File: src/rtl/addr_filt_pkg.sv
package addr_filt_pkg;
  localparam int unsigned DATA_W = 8;

  typedef struct packed {
    logic              wr;
    logic [DATA_W-1:0] data;
    logic              perr;
  } fifo_req_t;
endpackage

File: src/rtl/afl_classify.sv
module afl_classify #(
  parameter int unsigned DATA_W = 8
) (
  input  logic              valid_i,
  input  logic [DATA_W-1:0] data_i,
  input  logic              bit9_i,
  input  logic [DATA_W-1:0] station_i,
  input  logic              filt_en_i,
  output logic              addr_hit_o,
  output logic              addr_miss_o,
  output logic              data_o
);
  logic eq;
  assign eq          = (data_i == station_i);
  assign addr_hit_o  = valid_i & filt_en_i & bit9_i & eq;
  assign addr_miss_o = valid_i & filt_en_i & bit9_i & ~eq;
  assign data_o      = valid_i & ~bit9_i;
endmodule

File: src/rtl/afl_gate.sv
module afl_gate (
  input  logic clk_i,
  input  logic rst_ni,
  input  logic hit_i,
  input  logic miss_i,
  input  logic host_dis_i,
  output logic open_o
);
  always_ff @(posedge clk_i or negedge rst_ni) begin
    if (!rst_ni)                     open_o <= 1'b0;
    else if (hit_i)                  open_o <= 1'b1;  // match beats host disable
    else if (miss_i || host_dis_i)   open_o <= 1'b0;
  end
endmodule

File: src/rtl/afl_sticky.sv
module afl_sticky (
  input  logic clk_i,
  input  logic rst_ni,
  input  logic set_i,
  input  logic clr_i,
  output logic flag_o
);
  always_ff @(posedge clk_i or negedge rst_ni) begin
    if (!rst_ni)     flag_o <= 1'b0;
    else if (set_i)  flag_o <= 1'b1;
    else if (clr_i)  flag_o <= 1'b0;
  end
endmodule

File: src/rtl/mdrop_addr_filter.sv
module mdrop_addr_filter
  import addr_filt_pkg::*;
(
  input  logic              clk_i,
  input  logic              rst_ni,
  input  logic              rx_valid_i,
  input  logic [DATA_W-1:0] rx_data_i,
  input  logic              rx_bit9_i,
  input  logic              rx_par_err_i,
  input  logic              filt_en_i,
  input  logic [DATA_W-1:0] station_addr_i,
  input  logic              lsi_en_i,
  input  logic              host_disable_i,
  input  logic              irq_clr_i,
  input  logic              fifo_full_i,
  output logic              fifo_wr_o,
  output logic [DATA_W-1:0] fifo_data_o,
  output logic              fifo_perr_o,
  output logic              rx_open_o,
  output logic              irq_o,
  output logic              overrun_o
);
  logic      hit, miss, is_data, want_wr;
  fifo_req_t req_d, req_q;

  afl_classify #(.DATA_W(DATA_W)) u_cls (
    .valid_i    (rx_valid_i),
    .data_i     (rx_data_i),
    .bit9_i     (rx_bit9_i),
    .station_i  (station_addr_i),
    .filt_en_i  (filt_en_i),
    .addr_hit_o (hit),
    .addr_miss_o(miss),
    .data_o     (is_data)
  );

  afl_gate u_gate (
    .clk_i     (clk_i),
    .rst_ni    (rst_ni),
    .hit_i     (hit),
    .miss_i    (miss),
    .host_dis_i(host_disable_i),
    .open_o    (rx_open_o)
  );

  always_comb begin
    if (!filt_en_i) want_wr = rx_valid_i;
    else            want_wr = hit | (is_data & rx_open_o);
    req_d.wr   = want_wr & ~fifo_full_i;
    req_d.data = rx_data_i;
    req_d.perr = filt_en_i ? rx_bit9_i : rx_par_err_i;
  end

  always_ff @(posedge clk_i or negedge rst_ni) begin
    if (!rst_ni) req_q <= '0;
    else         req_q <= req_d;
  end

  assign fifo_wr_o   = req_q.wr;
  assign fifo_data_o = req_q.data;
  assign fifo_perr_o = req_q.perr;

  afl_sticky u_irq (
    .clk_i (clk_i),
    .rst_ni(rst_ni),
    .set_i (hit & lsi_en_i),
    .clr_i (irq_clr_i),
    .flag_o(irq_o)
  );

  afl_sticky u_ovr (
    .clk_i (clk_i),
    .rst_ni(rst_ni),
    .set_i (want_wr & fifo_full_i),
    .clr_i (irq_clr_i),
    .flag_o(overrun_o)
  );
endmodule

File: config.mk
export PLATFORM = sky130hd
export DESIGN_NAME = mdrop_addr_filter
export DESIGN_NICKNAME = d
export VERILOG_FILES = /design/src/rtl/addr_filt_pkg.sv /design/src/rtl/afl_classify.sv /design/src/rtl/afl_gate.sv /design/src/rtl/afl_sticky.sv /design/src/rtl/mdrop_addr_filter.sv
export SDC_FILE = /design/constraint.sdc
export NUM_CORES = 1
export LEC_CHECK = 0
export ABC_CLOCK_PERIOD_IN_PS = 1200
export BUFFER_PORTS_ARGS = -buffer_cell sky130_fd_sc_hd__buf_2
export CAP_MARGIN = 15
export CORE_MARGIN = 5
export CORE_UTILIZATION = 36
export CTS_BUF_LIST = sky130_fd_sc_hd__clkbuf_16
export DETAILED_ROUTE_END_ITERATION = 10
export PLACE_DENSITY = 0.72
export SYNTH_ARGS = -nofsm -noshare
export SYNTH_HDL_FRONTEND = slang
export SYNTH_SLANG_ARGS = --single-unit
File: constraint.sdc
create_clock -name clk_i -period 1.2 [get_ports clk_i]
set_clock_uncertainty 0.2 [all_clocks]
set_input_delay 0.24 -clock clk_i [delete_from_list [all_inputs] [get_ports clk_i]]
set_output_delay 0.24 -clock clk_i [all_outputs]
set_load 0.03 [all_outputs]
==> results.txt, run 1 <==
The flow ran to the end, but the final reports show violations. The final reports fail on setup timing. The commonest cells after synthesis are sky130_fd_sc_hd__dfrtp_1, sky130_fd_sc_hd__xor2_1, sky130_fd_sc_hd__inv_1. By area the synthesized netlist is led by sky130_fd_sc_hd__dfrtp_1, sky130_fd_sc_hd__xor2_1, sky130_fd_sc_hd__inv_1.

The full die area is 2230 sq um. Along the worst path, the maximum fanout reaches 3. STA puts the critical path data required time at 0.76 ns.

The number of ports placed on the die boundary came out at 39. The final layout contains routed wiring with a total length of 1360 microns. The average detailed-routed wire length per instance came out at 12.4 microns. The total of max-cap violations came out at 0. The cell sitting at the root of the clock tree is a sky130_fd_sc_hd__clkbuf_16.

STA classifies the critical path endpoint as an output pin. The initial antenna violation count came out at 0. The area growth from synthesis to layout came out at 103%. The final HPWL from detailed placement is 970 microns.

The fraction of registers with async set/reset is 100%. The count of cell types in the netlist came out at 13. The post-synthesis sequential area ratio came out at 65.3%. The combined area of all synthesized cells is 498 sq um. The count of final max-slew check failures came out at 0. The number of cells on the worst reg-to-reg path came out at 4.

The number of buffers added by the clock tree synthesis step came out at 3. The sequential cell fraction of total power is 36.4%. The critical register-to-register path endpoint is u_ovr.flag_o$_DFFE_PN0P_.

The source of the worst hold timing path is irq_clr_i. TritonCTS built the clock tree. The largest net degree at the start of global routing is 14. Net switching is 21.5% of the power. The delay of the slowest cell on the worst path came out at 0.43 ns. The via density per instance came out at 4.50.

The design draws 1.29 mW. Clock-pin slew was measured on the worst setup and hold paths at 0.04 ns. The post-placement cell area is 723 sq um. In this run, synthesis produced a sequential element count of 13. For the pin with the worst max-slew slack, the measured transition is 0.283 ns. The relative max-transition margin came out at 81.1%.

Synthesis handed over a netlist of 39 instances. The number of nets still failing antenna checks after routing is 0. The design area is 1010 sq um.

The number of setup violations in the final report is 2. The layout filler cell count is 87. The final layout net count came out at 121.

The total count of hold-check failures in the final report was 0. Global routing consumed, over all layers together, 14.1% of the routing resources. During placement, the flow inserted port buffers numbering 38. Among all cell types in the netlist, the one instantiated most often is sky130_fd_sc_hd__dfrtp_1. The category of the most critical setup path is flip-flop to output pin.

The area share of the largest cell type after synthesis is 65.3%. The count of cells along the worst hold path came out at 2. The global placement routability congestion came out at 0.615. STA classifies the critical path startpoint as a flip-flop. The classification of the worst-slack hold path is input pin to flip-flop. After the first detailed-routing iteration, the DRC count stood at 3. The number of warnings printed during yosys synthesis is 0. The core occupancy in the finished layout came out at 77.5%. The first-pass detailed-route iteration total came out at 2. The first-pass GRT wire length is 2080 microns. The final routed DRC violation total came out at 0. At the worst endpoint, the arrival time is 0.81 ns. In the synthesized netlist the dominant register cell turns out to be sky130_fd_sc_hd__dfrtp_1. Yosys mapped a number of flops with a built-in enable equal to 0. The number of antenna diodes in the final layout is 0.

The buffer depth of the longest clock path is 2. The total clock sinks came out at 13. The worst-skew pair later-pin latency came out at 0.24 ns. The core area came out at 1300 sq um. The combinational fraction of design power came out at 17.2%. Setup repair after global routing could not meet its margin everywhere.

The largest individual stage delay along the critical path comes from the cell sky130_fd_sc_hd__dfrtp_2. The kind of cell with the highest combined delay on the critical path is flip-flops. The largest area contributor in the synthesized netlist is sky130_fd_sc_hd__dfrtp_1. The standby leakage power is 0.511 nW. Across all setup checks in the final design, the least slack found is -0.0495 ns. The capture endpoint of the worst hold path is u_ovr.flag_o$_DFFE_PN0P_. For this run, the top clock speed supported by timing is 800 MHz.

The worst register-to-register path begins at u_gate.open_o$_DFFE_PN0P_. The total number of H-tree levels is 1. The post-synth net total came out at 65. Together, buffers and inverters on the worst path number 1. The initial utilization of the core area, before any placement, comes to 38.3%. The average instance in the mapped netlist occupies 12.8 sq um. The total negative setup slack came out at -0.0506 ns. For this design the total switching power over the nets is 0.278 mW. The power density over the cells came out at 1280 nW/um^2. The number of global-route vias before repair is 527.

Cells with a size suffix above 1 make up 51.1% of the layout. The fraction of the cycle the final worst path needs came out at 104%. The initialized floorplan defines 13 standard-cell rows.

Across all layers, the routed design uses 490 vias. From left edge to right edge, the die measures 47.2 microns. The total internal power is 1.01 mW.

The die outline height came out at 47.2 microns. The total global routing overflow came out at 0. The share of total power dissipated in the clock network is 46.4%. The critical path goes through buf_6. Setup slack on the worst reg-to-reg path comes out at 0.05 ns.

The minimum clock period after layout came out at 1.25 ns. VDD sags by at most 1.09 mV.
==> cells in the final DEF, fill, tap and decap left out, drive strengths merged <==
| master | netlist | routed |
|---|---|---|
| mux2 | 1 | 1 |
| nor3 | 1 | 1 |
| nand2 | 1 | 1 |
| dfrtp | 13 | 13 |
| dlygate4sd3 | 0 | 10 |
| clkbuf | 0 | 3 |
| buf | 0 | 41 |
| nand3 | 2 | 2 |
| nor2 | 2 | 2 |
| a32oi | 1 | 1 |
| inv | 5 | 6 |
| xor2 | 8 | 8 |
| nand3b | 1 | 1 |
| o21ai | 1 | 1 |
| o22ai | 2 | 2 |
| nor4 | 1 | 1 |
==> final cells by class <==
type                       count  area (sq um)  share of cell area [%]
timing repair buffer          51           404                    40.1
clock buffer                   3          75.1                    7.44
clock inverter                 1          3.75                   0.372
sequential                    13           327                    32.4
inverter                       5          18.8                    1.86
multi-input combinational     21           161                    16.0
tap                           15          18.8                    1.86
==> power groups by stage <==
stage / combinational [mW] / clock (mW) / sequential, mW
floorplan: 0.0342 / 0 / 0.515
global placement: 0.164 / 0 / 0.471
detailed placement: 0.166 / 0 / 0.471
CTS: 0.203 / 0.612 / 0.467
global route: 0.240 / 0.632 / 0.472
finish: 0.222 / 0.599 / 0.471
==> registers in the layout, indices dropped and copies added, names as in the netlist <==
register,count
u_ovr.flag_o,1
u_gate.open_o,1
fifo_wr_o,1
fifo_perr_o,1
u_irq.flag_o,1
fifo_data_o,8
==> per-stage QoR <==
step / std cells / hold slack (ns) / setup slack [ns]
CTS: 108 / 0.0190 / -0.0478
global route: 109 / 0.0281 / -0.0620
global placement: 94 / -0.0660 / -0.163
floorplan: 39 / -0.256 / -0.00553
detailed placement: 94 / -0.0616 / -0.215
finish: 109 / 0.0266 / -0.0495
==> what timing repair did <==
action,CTS,global route
setup buffers,0,1
hold buffers,10,0
hold endpoints to repair,22,0
setup endpoints to repair,8,14
resized for setup,13,23
pin swaps,0,4
==> logic make-up (layout without fill, tap and decap cells) <==
logic type / count (synthesis) / after routing / synth area share (%)
compound gates: 4 / 4 / 5.28
xor+xnor: 8 / 8 / 14.1
buf+inv: 5 / 60 / 3.77
flops: 13 / 13 / 65.3
mux: 1 / 1 / 2.26
simple gates: 8 / 8 / 9.30
==> how the worst max path moves through the flow <==
stage / start / to / slack [ns] / cells past startpoint
floorplan: station_addr_i[3] / u_ovr.flag_o$_DFFE_PN0P_ / -0.006 / 4
global placement: station_addr_i[3] / u_irq.flag_o$_DFFE_PN0P_ / -0.16 / 5
detailed placement: station_addr_i[3] / u_irq.flag_o$_DFFE_PN0P_ / -0.22 / 5
CTS: u_gate.open_o$_DFFE_PN0P_ / rx_open_o / -0.05 / 1
global route: u_gate.open_o$_DFFE_PN0P_ / rx_open_o / -0.06 / 1
finish: u_gate.open_o$_DFFE_PN0P_ / rx_open_o / -0.05 / 1
==> layer usage <==
| metal | share of wire [%] | vias up | global-route usage [%] |
|---|---|---|---|
| met5 | 0 | - | 0 |
| met4 | 1.2 | 0 | 9.94 |
| met3 | 12 | 2 | 4.60 |
| met2 | 52 | 23 | 23.3 |
| met1 | 34 | 229 | 14.9 |
| li1 | - | 236 | - |
Power figures use the tool's default switching activity.
==> inputs of run 2 (changes only) <==
--- a/config.mk
+++ b/config.mk
@@ -9,10 +9,10 @@
 export BUFFER_PORTS_ARGS = -buffer_cell sky130_fd_sc_hd__buf_2
 export CAP_MARGIN = 15
 export CORE_MARGIN = 5
-export CORE_UTILIZATION = 36
+export CORE_UTILIZATION = 30
 export CTS_BUF_LIST = sky130_fd_sc_hd__clkbuf_16
 export DETAILED_ROUTE_END_ITERATION = 10
-export PLACE_DENSITY = 0.72
+export PLACE_DENSITY = 0.62
 export SYNTH_ARGS = -nofsm -noshare
 export SYNTH_HDL_FRONTEND = slang
 export SYNTH_SLANG_ARGS = --single-unit
==> results.txt, run 2 (synthesized netlist as in run 1, its figures left out) <==
The flow ran to the end, but the final reports show violations. The checks that failed: setup timing. The slew at the pin closest to its max-slew limit came out at 0.295 ns (+0.0126 ns). The largest net degree at the start of global routing came out at 14 (unchanged).

The tightest min-delay check is of the input pin to flip-flop type. STA classifies the critical path startpoint as a flip-flop. The total count of hold-check failures in the final report is 0 (unchanged).

The delay of the slowest cell on the worst path came out at 0.42 ns (about the same). The clock-pin transition on the worst setup and hold timing paths came out at 0.05 ns (about the same). The total design power came out at 1.31 mW (+1.2%). The minimum clock period after layout was 1.24 ns (-0.0117 ns).

The first-pass detailed-route iteration total was 3 (+1). The area growth from synthesis to layout came out at 104%. The total of max-cap violations came out at 0 (unchanged). The core area is 1540 sq um (+18%).

The fmax is 808 MHz (+0.94%). The buffer depth of the longest clock path was 2 (unchanged). The largest driver fanout on the critical path is 3 (unchanged). The final worst setup slack came out at -0.0378 ns (+0.0117 ns). The relative max-transition margin is 80.3% (-0.84 points). The data required time of the critical path was 0.76 ns (about the same). The non-filler instance count after layout came to 111 (+1.8%). The total routing usage reported by global routing is 10.7% (-3.4 points). The kind of cell with the highest combined delay on the critical path is flip-flops. The library cell used most frequently in the layout, excluding fill and tap cells, is sky130_fd_sc_hd__buf_2.

The total clock sinks came to 13 (unchanged). The initial antenna violation count is 0 (unchanged). The worst-skew pair later-pin latency is 0.23 ns (about the same). The share of cells above drive strength 1 came out at 54.7% (+3.7 points). The first-pass GRT wire length is 2070 microns (-0.29%). The number of placed instances, taps included is 96 (+2.1%). The number of nets still failing antenna checks after routing is 0 (unchanged). The cell row count is 14 (+1). The category of the most critical setup path is flip-flop to output pin.

The final layout net count came to 122 (+0.83%). The power density over the cells was 1290 nW/um^2 (+0.34%). The flip-flop count of the largest register, all copies and words added is 8 (unchanged). Walking the worst path, the cells encountered are buf_6.

The standby leakage power is 0.515 nW (+0.77%). The maximum vdd ir drop came to 0.794 mV (-27%). The number of global-route vias before repair is 488 (-7.4%).

Setup repair after global routing could not meet its margin everywhere. The violation count after the first detailed-routing iteration came out at 3 (unchanged). The die outline height is 50.7 microns (+7.5%).

The final HPWL from detailed placement is 1010 microns (+4.1%). The full die area came out at 2570 sq um (+16%). The via density per instance is 4.30 (-4.4%). The final routed DRC violation total is 0 (unchanged).

The total via count in the routed design is 477 (-2.7%). The worst setup path is captured at an output pin. The number of buffers added by the clock tree synthesis step came out at 3 (unchanged). The aggregate routed wire length came out at 1300 microns (-4.4%). The number of I/O port buffers came out at 38 (unchanged). TritonCTS built the clock tree.

The total negative setup slack is -0.0587 ns (-0.00812 ns). The number of setup violations in the final report was 3 (+1). The average detailed-routed wire length per instance was 11.7 microns (-6.1%). The width of the die is 50.7 microns (+7.5%). The slowest stage of the critical path belongs to the cell sky130_fd_sc_hd__dfrtp_2. The total global routing overflow was 0 (unchanged). The initial core utilization is 32.3% (-6.0 points).

The buffer cell driving the clock tree root is sky130_fd_sc_hd__clkbuf_16. The top cell types in the final layout, fill and taps aside, are sky130_fd_sc_hd__buf_2, sky130_fd_sc_hd__buf_6, sky130_fd_sc_hd__dfrtp_1. The pre-CTS worst setup slack came out at -0.212 ns (+0.00283 ns). The count of final max-slew check failures came out at 0 (unchanged). The worst endpoint data arrival time came out at 0.80 ns (about the same). The worst path buffer plus inverter count is 1 (unchanged). The global placement routability congestion is 0.638 (+3.7%).

The number of ports placed on the die boundary came to 39 (unchanged). The antenna diode instance count is 0 (unchanged). The fraction of the cycle the final worst path needs is 103% (-0.97 points). The total number of H-tree levels is 1 (unchanged).
[run 2: metal layers]
metal | wire length, microns | track usage [%] | part of all wire [%]
met5 | 0 | 0 | 0
met1 | 465 | 10.4 | 36
met2 | 683 | 19.6 | 53
met4 | 15 | 5.11 | 1.2
met3 | 132 | 3.85 | 10
[run 2: final cells by class]
cell class                      instances  area, sq um
Timing Repair Buffer                   52          405
Inverter                                5         18.8
Sequential cell                        13          327
Multi-Input combinational cell         21          166
Clock inverter                          1         5.00
Clock buffer                            3         75.1
Fill cell                             123          524
Tap cell                               16         20.0
[run 2: path summary, 6_finish.rpt]
kind	from	cells after the start	end	slack, ns
max in group asynchronous	rst_ni	2	u_gate.open_o$_DFFE_PN0P_	0.33
setup / recovery	u_gate.open_o$_DFFE_PN0P_	1	rx_open_o	-0.04
hold / removal	irq_clr_i	2	u_irq.flag_o$_DFFE_PN0P_	0.01
hold reg to reg	u_gate.open_o$_DFFE_PN0P_	2	u_gate.open_o$_DFFE_PN0P_	0.36
setup reg to reg	u_gate.open_o$_DFFE_PN0P_	4	u_ovr.flag_o$_DFFE_PN0P_	0.04
min in group asynchronous	rst_ni	2	fifo_data_o[4]$_DFF_PN0_	0.22
[run 2: report_power, final]
group          internal [mW]  switching [mW]
registers              0.460          0.0100
clock network          0.442           0.174
logic                  0.116           0.105
total                   1.02           0.290
[run 2: what timing repair did]
item	4_1_cts	5_1_grt
buffers inserted	1	1
hold buffers	9	0
setup endpoints to repair	11	15
pin swaps	0	5
endpoints found under the hold margin	21	0
gates resized for setup	17	15
[run 2: metrics by stage]
step	utilization [%]	hold WS [ns]	instance area, sq um
after global placement	47.5	-0.0594	732
after CTS	62.3	0.00831	960
after floorplan	-	-0.256	499
after global routing	66.0	0.0152	1020
final	66.0	0.0139	1020
after detailed placement	47.5	-0.0593	732
